File: config.mk
export PLATFORM = sky130hd
export DESIGN_NAME = mdm_ring_pwr
export DESIGN_NICKNAME = d
export VERILOG_FILES = /design/src/rtl/mrp_pkg.sv /design/src/rtl/mrp_sync.sv /design/src/rtl/mrp_stretch.sv /design/src/rtl/mrp_wake.sv /design/src/rtl/mrp_bshape.sv /design/src/rtl/mdm_ring_pwr.sv
export SDC_FILE = /design/constraint.sdc
export NUM_CORES = 1
export LEC_CHECK = 0
export ABC_AREA = 1
export CORE_ASPECT_RATIO = 0.7
export CORE_MARGIN = 4
export CORE_UTILIZATION = 36
export DETAILED_ROUTE_END_ITERATION = 16
export PLACE_DENSITY = 0.52
export SETUP_SLACK_MARGIN = 0.05
export SLEW_MARGIN = 10
export SYNTH_ARGS = -nofsm -noshare
export SYNTH_HDL_FRONTEND = slang
export SYNTH_SLANG_ARGS = --single-unit
File: constraint.sdc
create_clock -name clk_i -period 2.1 [get_ports clk_i]
set_input_delay 0.21 -clock clk_i [delete_from_list [all_inputs] [get_ports clk_i]]
set_output_delay 0.21 -clock clk_i [all_outputs]
set_load 0.03 [all_outputs]
File: src/rtl/mrp_pkg.sv
package mrp_pkg;

  // States of the ring-B shaper
  typedef enum logic [2:0] {
    BS_TRACK    = 3'd0,  // powered up, following the ring level
    BS_ENTER_LO = 3'd1,  // entry marker, low phase
    BS_PARK     = 3'd2,  // powered down, held high
    BS_LEAVE_LO = 3'd3,  // exit marker, low phase
    BS_LEAVE_HI = 3'd4   // exit marker, high phase
  } bshape_st_e;

endpackage

File: src/rtl/mrp_sync.sv
module mrp_sync #(
  parameter int unsigned STAGES = 2
) (
  input  logic clk_i,
  input  logic rst_ni,
  input  logic d_i,
  output logic q_o
);

  logic [STAGES-1:0] sh_q;

  generate
    if (STAGES == 1) begin : g_single
      always_ff @(posedge clk_i or negedge rst_ni) begin
        if (!rst_ni) sh_q <= '0;
        else         sh_q <= d_i;
      end
    end else begin : g_chain
      always_ff @(posedge clk_i or negedge rst_ni) begin
        if (!rst_ni) sh_q <= '0;
        else         sh_q <= {sh_q[STAGES-2:0], d_i};
      end
    end
  endgenerate

  assign q_o = sh_q[STAGES-1];

endmodule

File: src/rtl/mrp_stretch.sv
module mrp_stretch #(
  parameter int unsigned HOLD_CYC = 1500000
) (
  input  logic clk_i,
  input  logic rst_ni,
  input  logic ring_i,
  output logic ringing_o
);

  localparam int unsigned CW = $clog2(HOLD_CYC + 1);
  localparam logic [CW-1:0] LOAD = CW'(HOLD_CYC);

  logic          ring_q;
  logic          toggle;
  logic          cnt_en;
  logic [CW-1:0] cnt_q, cnt_d;

  // next state
  always_comb begin
    toggle = ring_i ^ ring_q;
    cnt_en = toggle || (cnt_q != '0);
    cnt_d  = cnt_q;
    if (toggle)              cnt_d = LOAD;
    else if (cnt_q != '0)    cnt_d = cnt_q - CW'(1);
  end

  // registers
  always_ff @(posedge clk_i or negedge rst_ni) begin
    if (!rst_ni) begin
      ring_q <= 1'b0;
      cnt_q  <= '0;
    end else begin
      ring_q <= ring_i;
      if (cnt_en) cnt_q <= cnt_d;
    end
  end

  // a change counts as ringing in its own cycle, so nothing lags the edge
  assign ringing_o = toggle || (cnt_q != '0);

  AST_STRETCH_HELD: assert property (@(posedge clk_i) disable iff (!rst_ni)
    $past(toggle) |-> ringing_o);

endmodule

File: src/rtl/mrp_wake.sv
module mrp_wake #(
  parameter int unsigned WAKE_CYC = 240000
) (
  input  logic clk_i,
  input  logic rst_ni,
  input  logic pd_i,
  output logic live_o
);

  localparam int unsigned CW = $clog2(WAKE_CYC + 1);
  localparam logic [CW-1:0] LOAD = CW'(WAKE_CYC);

  logic [CW-1:0] cnt_q, cnt_d;
  logic          live_q, live_d;
  logic          upd_en;

  // next state
  always_comb begin
    cnt_d  = cnt_q;
    live_d = live_q;
    upd_en = pd_i || !live_q;
    if (pd_i) begin
      cnt_d  = LOAD;
      live_d = 1'b0;
    end else if (!live_q) begin
      if (cnt_q != '0) cnt_d = cnt_q - CW'(1);
      live_d = (cnt_q <= CW'(1));
    end
  end

  // registers
  always_ff @(posedge clk_i or negedge rst_ni) begin
    if (!rst_ni) begin
      cnt_q  <= LOAD;
      live_q <= 1'b0;
    end else if (upd_en) begin
      cnt_q  <= cnt_d;
      live_q <= live_d;
    end
  end

  assign live_o = live_q;

  AST_WAKE_AFTER_QUIET: assert property (@(posedge clk_i) disable iff (!rst_ni)
    $rose(live_o) |-> !$past(pd_i));

  AST_WAKE_DROP: assert property (@(posedge clk_i) disable iff (!rst_ni)
    pd_i |=> !live_o);

endmodule

File: src/rtl/mrp_bshape.sv
module mrp_bshape #(
  parameter int unsigned PULSE_CYC = 4
) (
  input  logic clk_i,
  input  logic rst_ni,
  input  logic pd_i,
  input  logic ring_i,
  output logic ring_b_o
);

  localparam int unsigned CW = $clog2(PULSE_CYC + 1);
  localparam logic [CW-1:0] LAST = CW'(PULSE_CYC - 1);

  mrp_pkg::bshape_st_e st_q, st_d;
  logic [CW-1:0]       cnt_q, cnt_d;
  logic                out_q, out_d;

  // next state
  always_comb begin
    st_d  = st_q;
    cnt_d = cnt_q;
    out_d = out_q;
    case (st_q)
      mrp_pkg::BS_TRACK: begin
        if (pd_i) begin
          st_d  = mrp_pkg::BS_ENTER_LO;
          cnt_d = LAST;
          out_d = 1'b0;
        end else begin
          out_d = ring_i;
        end
      end
      mrp_pkg::BS_ENTER_LO: begin
        if (cnt_q == '0) begin
          st_d  = mrp_pkg::BS_PARK;
          out_d = 1'b1;
        end else begin
          cnt_d = cnt_q - CW'(1);
          out_d = 1'b0;
        end
      end
      mrp_pkg::BS_PARK: begin
        if (!pd_i) begin
          st_d  = mrp_pkg::BS_LEAVE_LO;
          cnt_d = LAST;
          out_d = 1'b0;
        end else begin
          out_d = 1'b1;
        end
      end
      mrp_pkg::BS_LEAVE_LO: begin
        if (cnt_q == '0) begin
          st_d  = mrp_pkg::BS_LEAVE_HI;
          cnt_d = LAST;
          out_d = 1'b1;
        end else begin
          cnt_d = cnt_q - CW'(1);
          out_d = 1'b0;
        end
      end
      mrp_pkg::BS_LEAVE_HI: begin
        if (cnt_q == '0) begin
          st_d  = mrp_pkg::BS_TRACK;
          out_d = ring_i;
        end else begin
          cnt_d = cnt_q - CW'(1);
          out_d = 1'b1;
        end
      end
      default: begin
        st_d  = mrp_pkg::BS_PARK;
        cnt_d = '0;
        out_d = 1'b1;
      end
    endcase
  end

  // registers
  always_ff @(posedge clk_i or negedge rst_ni) begin
    if (!rst_ni) begin
      st_q  <= mrp_pkg::BS_PARK;
      cnt_q <= '0;
      out_q <= 1'b1;
    end else begin
      st_q  <= st_d;
      cnt_q <= cnt_d;
      out_q <= out_d;
    end
  end

  assign ring_b_o = out_q;

  AST_B_ENTRY_LOW: assert property (@(posedge clk_i) disable iff (!rst_ni)
    (st_q == mrp_pkg::BS_TRACK && pd_i) |=> !ring_b_o);

  AST_B_LEAVE_LOW: assert property (@(posedge clk_i) disable iff (!rst_ni)
    (st_q == mrp_pkg::BS_LEAVE_LO) |-> !ring_b_o);

  AST_B_TRACK_FOLLOW: assert property (@(posedge clk_i) disable iff (!rst_ni)
    (st_q == mrp_pkg::BS_TRACK && $past(st_q) == mrp_pkg::BS_TRACK)
      |-> (ring_b_o == $past(ring_i)));

endmodule

File: src/rtl/mdm_ring_pwr.sv
module mdm_ring_pwr #(
  parameter int unsigned SYNC_STAGES = 2,
  parameter int unsigned WAKE_CYC    = 240000,
  parameter int unsigned HOLD_CYC    = 1500000,
  parameter int unsigned PULSE_CYC   = 4
) (
  input  logic clk_i,
  input  logic rst_ni,
  input  logic ring_raw_i,
  input  logic pd_bit_i,
  input  logic fn_en_i,
  input  logic ring_en_i,
  input  logic mdm_chg_i,
  input  logic audio_en_i,
  input  logic spk_i,
  output logic ring_a_o,
  output logic ring_b_o,
  output logic mdm_pd_no,
  output logic mdm_idle_o,
  output logic status_chg_o,
  output logic spk_o,
  output logic spk_oe_o
);

  // reset: asserted asynchronously, released on the clock
  logic [1:0] rst_pipe;
  logic       rst_i;

  always_ff @(posedge clk_i or negedge rst_ni) begin
    if (!rst_ni) rst_pipe <= '0;
    else         rst_pipe <= {rst_pipe[0], 1'b1};
  end
  assign rst_i = rst_pipe[1];

  logic ring_s;
  logic ringing;
  logic live;
  logic pd_req;
  logic pd_q;
  logic ring_a_q, ring_a_d;
  logic stat_q, stat_d;
  logic spk_q, spk_d;
  logic spk_oe_q;

  mrp_sync #(.STAGES(SYNC_STAGES)) u_sync (
    .clk_i (clk_i),
    .rst_ni(rst_i),
    .d_i   (ring_raw_i),
    .q_o   (ring_s)
  );

  mrp_stretch #(.HOLD_CYC(HOLD_CYC)) u_stretch (
    .clk_i    (clk_i),
    .rst_ni   (rst_i),
    .ring_i   (ring_s),
    .ringing_o(ringing)
  );

  mrp_wake #(.WAKE_CYC(WAKE_CYC)) u_wake (
    .clk_i (clk_i),
    .rst_ni(rst_i),
    .pd_i  (pd_q),
    .live_o(live)
  );

  mrp_bshape #(.PULSE_CYC(PULSE_CYC)) u_bshape (
    .clk_i   (clk_i),
    .rst_ni  (rst_i),
    .pd_i    (pd_q),
    .ring_i  (ring_s),
    .ring_b_o(ring_b_o)
  );

  // next state
  always_comb begin
    pd_req = pd_bit_i || !fn_en_i;
    if (live && !pd_q) ring_a_d = ringing ? !ring_s : 1'b1;
    else               ring_a_d = 1'b0;
    stat_d = ring_en_i ? ringing : mdm_chg_i;
    spk_d  = audio_en_i && spk_i;
  end

  // registers
  always_ff @(posedge clk_i or negedge rst_i) begin
    if (!rst_i) begin
      pd_q     <= 1'b1;
      ring_a_q <= 1'b0;
      stat_q   <= 1'b0;
      spk_q    <= 1'b0;
      spk_oe_q <= 1'b0;
    end else begin
      pd_q     <= pd_req;
      ring_a_q <= ring_a_d;
      stat_q   <= stat_d;
      spk_q    <= spk_d;
      spk_oe_q <= audio_en_i;
    end
  end

  assign mdm_pd_no    = !pd_q;
  assign mdm_idle_o   = pd_q;
  assign ring_a_o     = ring_a_q;
  assign status_chg_o = stat_q;
  assign spk_o        = spk_q;
  assign spk_oe_o     = spk_oe_q;

  AST_PD_TRACK: assert property (@(posedge clk_i) disable iff (!rst_i)
    (pd_bit_i || !fn_en_i) |=> mdm_idle_o);

  AST_A_DARK_IN_PD: assert property (@(posedge clk_i) disable iff (!rst_i)
    mdm_idle_o |=> !ring_a_o);

  AST_SPK_QUIET: assert property (@(posedge clk_i) disable iff (!rst_i)
    !spk_oe_o |-> !spk_o);

endmodule

==> reports/results.txt, run 1 <==
At the later pin of the worst-skew pair, clock insertion delay measures 0.33 ns. The worst setup path is launched from a register. The total die area is 11100 sq um, and the area added between synthesis and finish is 18.3%.

Count of final max-slew check failures: 0. VDD sags by at most 0.000654 V. In this run, synthesis produced a sequential element count of 57. For the maximum number of pins on one net before global-route repair, the log shows 42. The final-report setup violation count was 0. In the post-synthesis netlist, the biggest area contributors are sky130_fd_sc_hd__dfrtp_1 (35%), sky130_fd_sc_hd__nand2_1 (13%), sky130_fd_sc_hd__nor2_1 (8.2%).

TritonCTS built the clock tree. After synthesis, the largest area contributor takes up 34.7% of total cell area. Worst slack after detailed placement: 0.140 ns. The layout has 916 filler cells.

The clock skew came out at 0.00411 ns. The run gives 2716 as the number of global-route vias before repair. The average instance in the mapped netlist occupies 7.41 sq um.

The routed wire length came out at 7860 um. By startpoint and endpoint, the worst setup path is classified as reg2reg. The clock sink total is 57, and the height of the chip is 89.2 um. Yosys printed 0 warnings. The total via count in the routed design came out at 2863. The logs give 0 for the number of antenna violations at the first check in global routing and 599 for the cell count after placement. The run gives 29 as the count of standard-cell rows.

The boundary pin count was 16. 0 antenna diodes ended up in the layout. The congestion estimate from routability-driven global placement came to 0.832.

Once the floorplan was initialized, standard cells occupied 37.2% of the core. In the routed layout, each cell is associated on average with a via count of 4.66. The non-filler instance count after layout was 615.

Setup repair after global routing left no endpoint under its margin. In this run the static leakage power is 0.00196 uW. Buffers added to address setup during post-CTS repair amount to 0. The number of hold violations in the final report came out at 0. Of all nets on the critical path, the largest fanout is 20. The share of the yosys chip area belonging to registers was 42.4%; the count of max-cap constraint violations was 0. In this run the standard cell core region covers 9110 sq um. The endpoint class of the critical path is a register. For this run, the leading register cell type out of synthesis is sky130_fd_sc_hd__dfrtp_1. Counting instances in the post-synthesis netlist gives the leading cell types as sky130_fd_sc_hd__nand2_1 (115), sky130_fd_sc_hd__nor2_1 (74), sky130_fd_sc_hd__inv_1 (58). After synthesis, the netlist uses 37 different library cells. Counting the buffers created by CTS gives 9. After the last flow step, the layout net total stands at 501. The cell sitting at the root of the clock tree is a sky130_fd_sc_hd__clkbuf_16. The count of flip-flops with a built-in enable after synthesis was 0. The flow ran to the end, and the final reports show no timing, DRC or antenna violations. The worst path meets setup with 0.234 ns of slack. The post-synth net total was 473; the maximum clock frequency was 0.536 GHz. The number of levels the H-tree was split into was 3; the number of buffers on the longest clock path was 2. After synthesis the cells add up to 3390 sq um. For the worst setup path, the data required time is 2.31 ns.

The smallest clock period supported by the final layout is computed as 1.87 ns. The worst path uses 88.9% of the clock period. Walking the worst path, the cells encountered are inv_1, ha_1, nand3_2, nor2_2, nand3_2, nand2_4, inv_4, nand2_2, o21ai_2. Input and output buffers added on the ports amount to 15.

In this design, the critical path's most frequently occurring cell is sky130_fd_sc_hd__nand3_2. Power spread over the standard cell area amounts to 918 nW/um^2. Clock-pin slew was measured on the worst setup and hold paths at 0.05 ns. After technology mapping, the gate count stands at 458. The most area-hungry cell type in the Yosys netlist is sky130_fd_sc_hd__dfrtp_1.

Counting flops with an async set or reset pin after synthesis yields a share of 100%. For this run, the detailed router's first-pass iteration total came to 6. The largest single stage delay on the critical path is 0.37 ns.

The slowest library cell on the worst path is sky130_fd_sc_hd__dfrtp_1. For the total power, the log shows 3690 uW. In this run, the number of DRC markers left after iteration 0 of detailed routing was 203. For this run the aggregate overflow at the end of global routing stands at 0. Detailed placement ended at an HPWL of 5730 um. The most common cell in the synthesized netlist is sky130_fd_sc_hd__nand2_1. The average wire length per cell after detail routing was 12.8 um.

The total routing usage reported by global routing is 15.7%, and the wire length of the first global-routing pass is 13400 um. Data on the critical path arrives at its endpoint at 2.07 ns. For this run, design rule violations remaining after detail routing come to 0.

Summed over all failing endpoints, the final setup total negative slack is 0 ns. The die width came out at 124 um. Share of final-layout standard cells stronger than drive strength 1: 14.7%. The worst hold path class is in2async. The count of antenna-violating nets left after detailed routing was 0.
## metal layers
metal / up-vias / wire length [um] / track usage, %
li1: 1515 / - / -
met1: 1290 / 4330 / 23.4
met2: 50 / 3050 / 21.1
met3: 8 / 404 / 5.82
met4: 0 / 72 / 4.47
met5: - / 0 / 0
## layout by cell type (no fill, tap or decap), drive strengths merged, types with 3 or more instances in the layout
| cell | instances |
|---|---|
| a21oi | 12 |
| buf | 9 |
| clkbuf | 10 |
| clkdlybuf4s50 | 15 |
| clkinv | 4 |
| dfrtp | 47 |
| dfstp | 10 |
| ha | 6 |
| inv | 59 |
| nand2 | 123 |
| nand3 | 45 |
| nand3b | 3 |
| nand4 | 12 |
| nor2 | 82 |
| nor3 | 4 |
| o21ai | 28 |
| or2 | 3 |
| xor2 | 7 |
## power breakdown
group	total [uW]	internal, uW	switching, uW	leakage (uW)
combinational	881	322	559	0.00114
clock	1450	940	512	0.000148
sequential	1350	1240	111	0.000672
## worst paths after layout
kind	start	end	depth (start not counted)	slack, ns
setup / recovery	u_wake.cnt_q[0]$_DFFE_PN0P_	u_wake.cnt_q[4]$_DFFE_PN0P_	9	0.23
hold / removal	rst_ni	rst_pipe[0]$_DFF_PN0_	1	0.04
setup reg to reg	u_wake.cnt_q[0]$_DFFE_PN0P_	u_wake.cnt_q[4]$_DFFE_PN0P_	9	0.23
hold reg to reg	rst_pipe[1]$_DFF_PN0_	spk_o$_DFF_PN0_	0	0.18
max in group asynchronous	rst_pipe[1]$_DFF_PN0_	u_bshape.ring_b_o$_DFF_PN1_	1	1.31
min in group clk_i	ring_raw_i	u_sync.sh_q[0]$_DFF_PN0_	1	0.32
## registers in the layout, summed over array words and instances (netlist names)
register and flops:
u_wake.live_o 1, u_sync.sh_q 2, u_bshape.st_q 3, mdm_idle_o 1
u_wake.cnt_q 18, status_chg_o 1, ring_a_o 1, u_bshape.cnt_q 3
u_stretch.cnt_q 21, spk_oe_o 1, u_bshape.ring_b_o 1, u_stretch.ring_q 1
rst_pipe 2, spk_o 1
## logic make-up (layout without fill, tap and decap cells)
logic type | after synthesis | after routing | synth area share (%)
and+or+nand+nor | 273 | 273 | 35.9
buffers and inverters | 66 | 99 | 8.41
DFF | 57 | 57 | 42.4
AOI/OAI and AO/OA | 47 | 47 | 8.67
xor gates and xnor gates | 8 | 8 | 2.29
adders and majority gates | 6 | 6 | 2.21
other | 1 | 1 | 0.111
## cell type report
type | instances | area [sq um] | area share, %
Timing Repair Buffer | 24 | 230 | 5.74
Clock buffer | 10 | 239 | 5.95
Sequential cell | 57 | 1440 | 35.9
Tap cell | 124 | 155 | 3.87
Clock inverter | 6 | 57.6 | 1.43
Multi-Input combinational cell | 335 | 1670 | 41.6
Inverter | 59 | 224 | 5.58
## per-stage QoR
step | area, sq um | hold WS [ns] | util, %
after global routing | 4010 | 0.0298 | 44.1
after CTS | 4010 | 0.0298 | 44.0
final | 4010 | 0.0417 | 44.1
after global placement | 3710 | 0.196 | 40.8
after floorplan | 3390 | -0.0856 | -
after detailed placement | 3710 | 0.194 | 40.8
## timing repair
action                                  4_1_cts  5_1_grt
hold buffers                                  0        0
endpoints found under the hold margin         0        0
gates resized for setup                       0        2
endpoints found under the setup margin        0       13
## critical path: cells and delay by family (launching register included)
kind | cells | cell delay (ns)
compound gates | 1 | 0.05
buf+inv | 2 | 0.34
flops | 1 | 0.37
simple gates | 5 | 0.69
fa+ha+maj | 1 | 0.29
Power figures use the tool's default switching activity.
==> run 2: changes to the inputs <==
- SLEW_MARGIN: 10 -> 20
- SYNTH_HIERARCHICAL: unset -> 1
==> run 2 against run 1 <==
  * Non-clock buffer count fell by 5
  * Die area grew 3.7%
  * Total power up 1.9%
  * Register-to-register slack better by 0.02 ns
  * First-iteration DRC count grew 30%
  * Area after synthesis increased by 4.0%
  * Cell area rose by 2.4%
  * Final cell count rose by 3.7%
  * Setup slack got worse by 0.021 ns
  * Sequential share of layout area decreased by 0.85 points
  * Fmax fell by 1.1%
  * Via count increased by 4.9%
  * Critical endpoint is now mdm_idle_o
  * Largest power group unchanged
==> reports/results.txt, run 2 <==
The cell count after placement was 622; the buffers plus inverters on the worst setup path was 1. The number of vias per cell was 4.71. The CTS buffer count is 9, and the share of final-layout standard cells stronger than drive strength 1 is 15.6%.

The clock transition at the registers of the reported paths works out to 0.05 ns. By instance count, the leading cell after synthesis is sky130_fd_sc_hd__nand2_1. Leaving out fill and tap cells, the most frequent cells in the layout are sky130_fd_sc_hd__nand2_1 (142), sky130_fd_sc_hd__nor2_1 (66), sky130_fd_sc_hd__inv_1 (62). Total half-perimeter wirelength after legalization and detailed placement: 6010 um. On the critical path, the stage with the largest delay is an instance of sky130_fd_sc_hd__clkdlybuf4s50_1. The mean post-synth cell area is 7.26 sq um, and the number of buffers added for setup after CTS is 0. The final layout net count is 524, and the die width is 126 um. For this run, the slowest stage of the critical path takes 0.71 ns. The run gives 40.8% as the share of the yosys chip area belonging to registers.

The leading cell type in the layout, fill and taps excluded is sky130_fd_sc_hd__nand2_1. The register with the most flip-flops in the layout has 21 of them. The run gives 0 as the quantity of hold-fixing buffers added after cts. 16 I/O pins were placed.

Ranked by flip-flop count, first place goes to u_stretch/cnt_q. The synthesized design devotes to its leading area cell type 33.3% of total area. The critical path goes through clkdlybuf4s50_1. In the final layout, the registers with the most flip-flops are u_stretch/cnt_q: 21 flops, u_wake/cnt_q: 18 flops.

The final estimated routing congestion in global placement came out at 0.888. The number of hold violations in the final report was 0; the height of the chip was 90.8 um. TritonCTS built the clock tree. The shortest clock period the worst path allows after layout works out to 1.89 ns. The final layout contains routed wiring with a total length of 7970 um. The starting utilization of the core area was 38.0%.

The flip-flop and latch count after synthesis was 57. For the worst-skew pair, the clock arrives at the later sink with an insertion delay of 0.33 ns. In this run the static leakage power is 0.00206 uW.

The logs give 2 for the number of buffers on the longest clock path and 0 for the number of remaining DRC errors. In the synthesized netlist, the number of instances is 486. Hold is met by 0.0490 ns.

The maximum clock frequency came out at 0.530 GHz. The worst-case headroom to the max-slew limit came out at 65.1%. For the synthesized area, the log shows 3530 sq um. The area of the placeable core came out at 9290 sq um.

The first element of the critical path is mdm_idle_o$_DFF_PN1_. The logs give 2760 for the number of global-route vias before repair and 3003 for the total via count in the routed design. For this design, the sink count on the clock tree is 57. The share of async-settable or async-resettable flops after synthesis is 100%, and the number of levels the H-tree was split into is 3. The run gives 0 as the count of final max-slew check failures. Relative to the synthesized area, the layout overhead comes to 16.5%. The number of unique standard cell types used by synthesis is 36.

In this run the remaining antenna-violating nets after routing total 0. In this run the critical register-to-register path is launched from u_wake/cnt_q[0]$_DFFE_PN0P_. For the pin with the worst max-slew slack, the measured transition is 0.523 ns. The tools report the final-report setup violation count as 0.

The count of flip-flops with a built-in enable after synthesis was 0. The die covers 11500 sq um. In this run the power density over the cells is 914 nW/um^2.

The number of resized instances in the post-cts repair step is 0. The total routing usage reported by global routing is 14.9%, and the detailed-router iteration count before antenna repair is 4. After synthesis, the most frequently instantiated cells are sky130_fd_sc_hd__nand2_1 (142), sky130_fd_sc_hd__nor2_1 (66), sky130_fd_sc_hd__inv_1 (62). The final total negative setup slack was 0 ns; the count of synthesis-stage warnings from yosys was 6. Data arrives at the worst endpoint at 1.68 ns.

The most area-hungry cell type in the Yosys netlist is sky130_fd_sc_hd__dfrtp_1. OpenSTA, run right after detailed placement, puts the worst setup slack at 0.235 ns. Synthesis produced a netlist with a net count of 501. In the final routed layout, each cell accounts on average for 12.5 um.

The quantity of I/O buffers inserted on ports works out to 15. STA classifies the critical path endpoint as a primary output. The filler cells instantiated in the layout total 955. The run gives 29 as the count of standard-cell rows. For this run, the number of standard cells in the final layout without fillers is 638. STA classifies the critical path startpoint as a register. The wire length of the first global-routing pass was 13700 um.

Family of cells with the greatest summed delay on the critical path: buffers and inverters. Entering global routing, the biggest net connects 35 pins. The root buffer cell chosen for the clock tree is sky130_fd_sc_hd__clkbuf_16. Of all nets on the critical path, the largest fanout is 7. The fraction of the cycle the final worst path needs works out to 89.8%. The run finished with clean final reports.

The worst setup path is of the reg2out kind. The tools report the residual overflow from global routing as 0. Setup repair after global routing left no endpoint under its margin.

The clock skew was 0.00721 ns. Worst hold path class: in2async. The count of antenna diodes in the layout was 0; the endpoint required time on the critical path was 1.89 ns.

The number of DRC markers in iteration 0 was 263. For the post-layout worst setup margin, the log shows 0.213 ns. The most used flip-flop cell after synthesis is sky130_fd_sc_hd__dfrtp_1. In the post-synthesis netlist, the biggest area contributors are sky130_fd_sc_hd__dfrtp_1 (33%), sky130_fd_sc_hd__nand2_1 (15%), sky130_fd_sc_hd__dfstp_2 (7.4%). IR analysis of the VDD net gives a maximum drop of 0.000502 V. The number of antenna violations at the first check in global routing is 0. The tools report the count of max-cap constraint violations as 0.
[run 2: final cells by class]
| type | instances | area, sq um | area share (%) |
|---|---|---|---|
| repair buffers | 19 | 193 | 4.69 |
| clock buffers | 10 | 239 | 5.81 |
| multi-input cells | 356 | 1780 | 43.2 |
| inverters | 66 | 249 | 6.06 |
| flip-flops and latches | 57 | 1440 | 35.0 |
| well taps | 124 | 155 | 3.77 |
| clock inverters | 6 | 57.6 | 1.40 |
[run 2: cell families after synthesis]
logic type      Yosys count  synth area share (%)
compound gates           25                  4.61
other cells               1                 0.106
flops                    57                  40.8
fa+ha+maj                 6                  2.13
buf+inv                  73                  8.90
simple gates            315                  41.2
xor+xnor                  9                  2.23
[run 2: metal layers]
metal	vias up	global-route usage [%]	wire (um)
met3	7	4.49	393
met5	-	0	0
met1	1376	22.9	4380
met2	51	19.9	3120
met4	0	4.29	74
li1	1569	-	-
[run 2: worst paths after layout]
kind,cells after the start,end,slack (ns)
min in group clk_i,1,u_sync/sh_q[0]$_DFF_PN0_,0.33
hold reg to reg,0,u_stretch/cnt_q[14]$_DFFE_PN0P_,0.24
max in group asynchronous,1,mdm_idle_o$_DFF_PN1_,1.22
hold / removal,1,rst_pipe[0]$_DFF_PN0_,0.05
setup / recovery,1,mdm_idle_o,0.21
setup reg to reg,10,u_wake/cnt_q[4]$_DFFE_PN0P_,0.25
[run 2: power by group]
part / total (uW) / switching, uW / internal, uW / leakage (uW)
clock network: 1430 / 493 / 939 / 0.000148
logic: 937 / 592 / 345 / 0.00124
registers: 1390 / 149 / 1240 / 0.000674
total: 3760 / 1230 / 2520 / 0.00206
[run 2: per-stage QoR]
stage	instance area, sq um	total power, uW	utilization (%)
6_report	4110	3760	44.3
4_1_cts	4110	3820	44.2
2_1_floorplan	3530	2130	-
5_1_grt	4110	4040	44.3
3_5_place_dp	3810	2340	41.0
3_3_place_gp	3810	2330	41.0
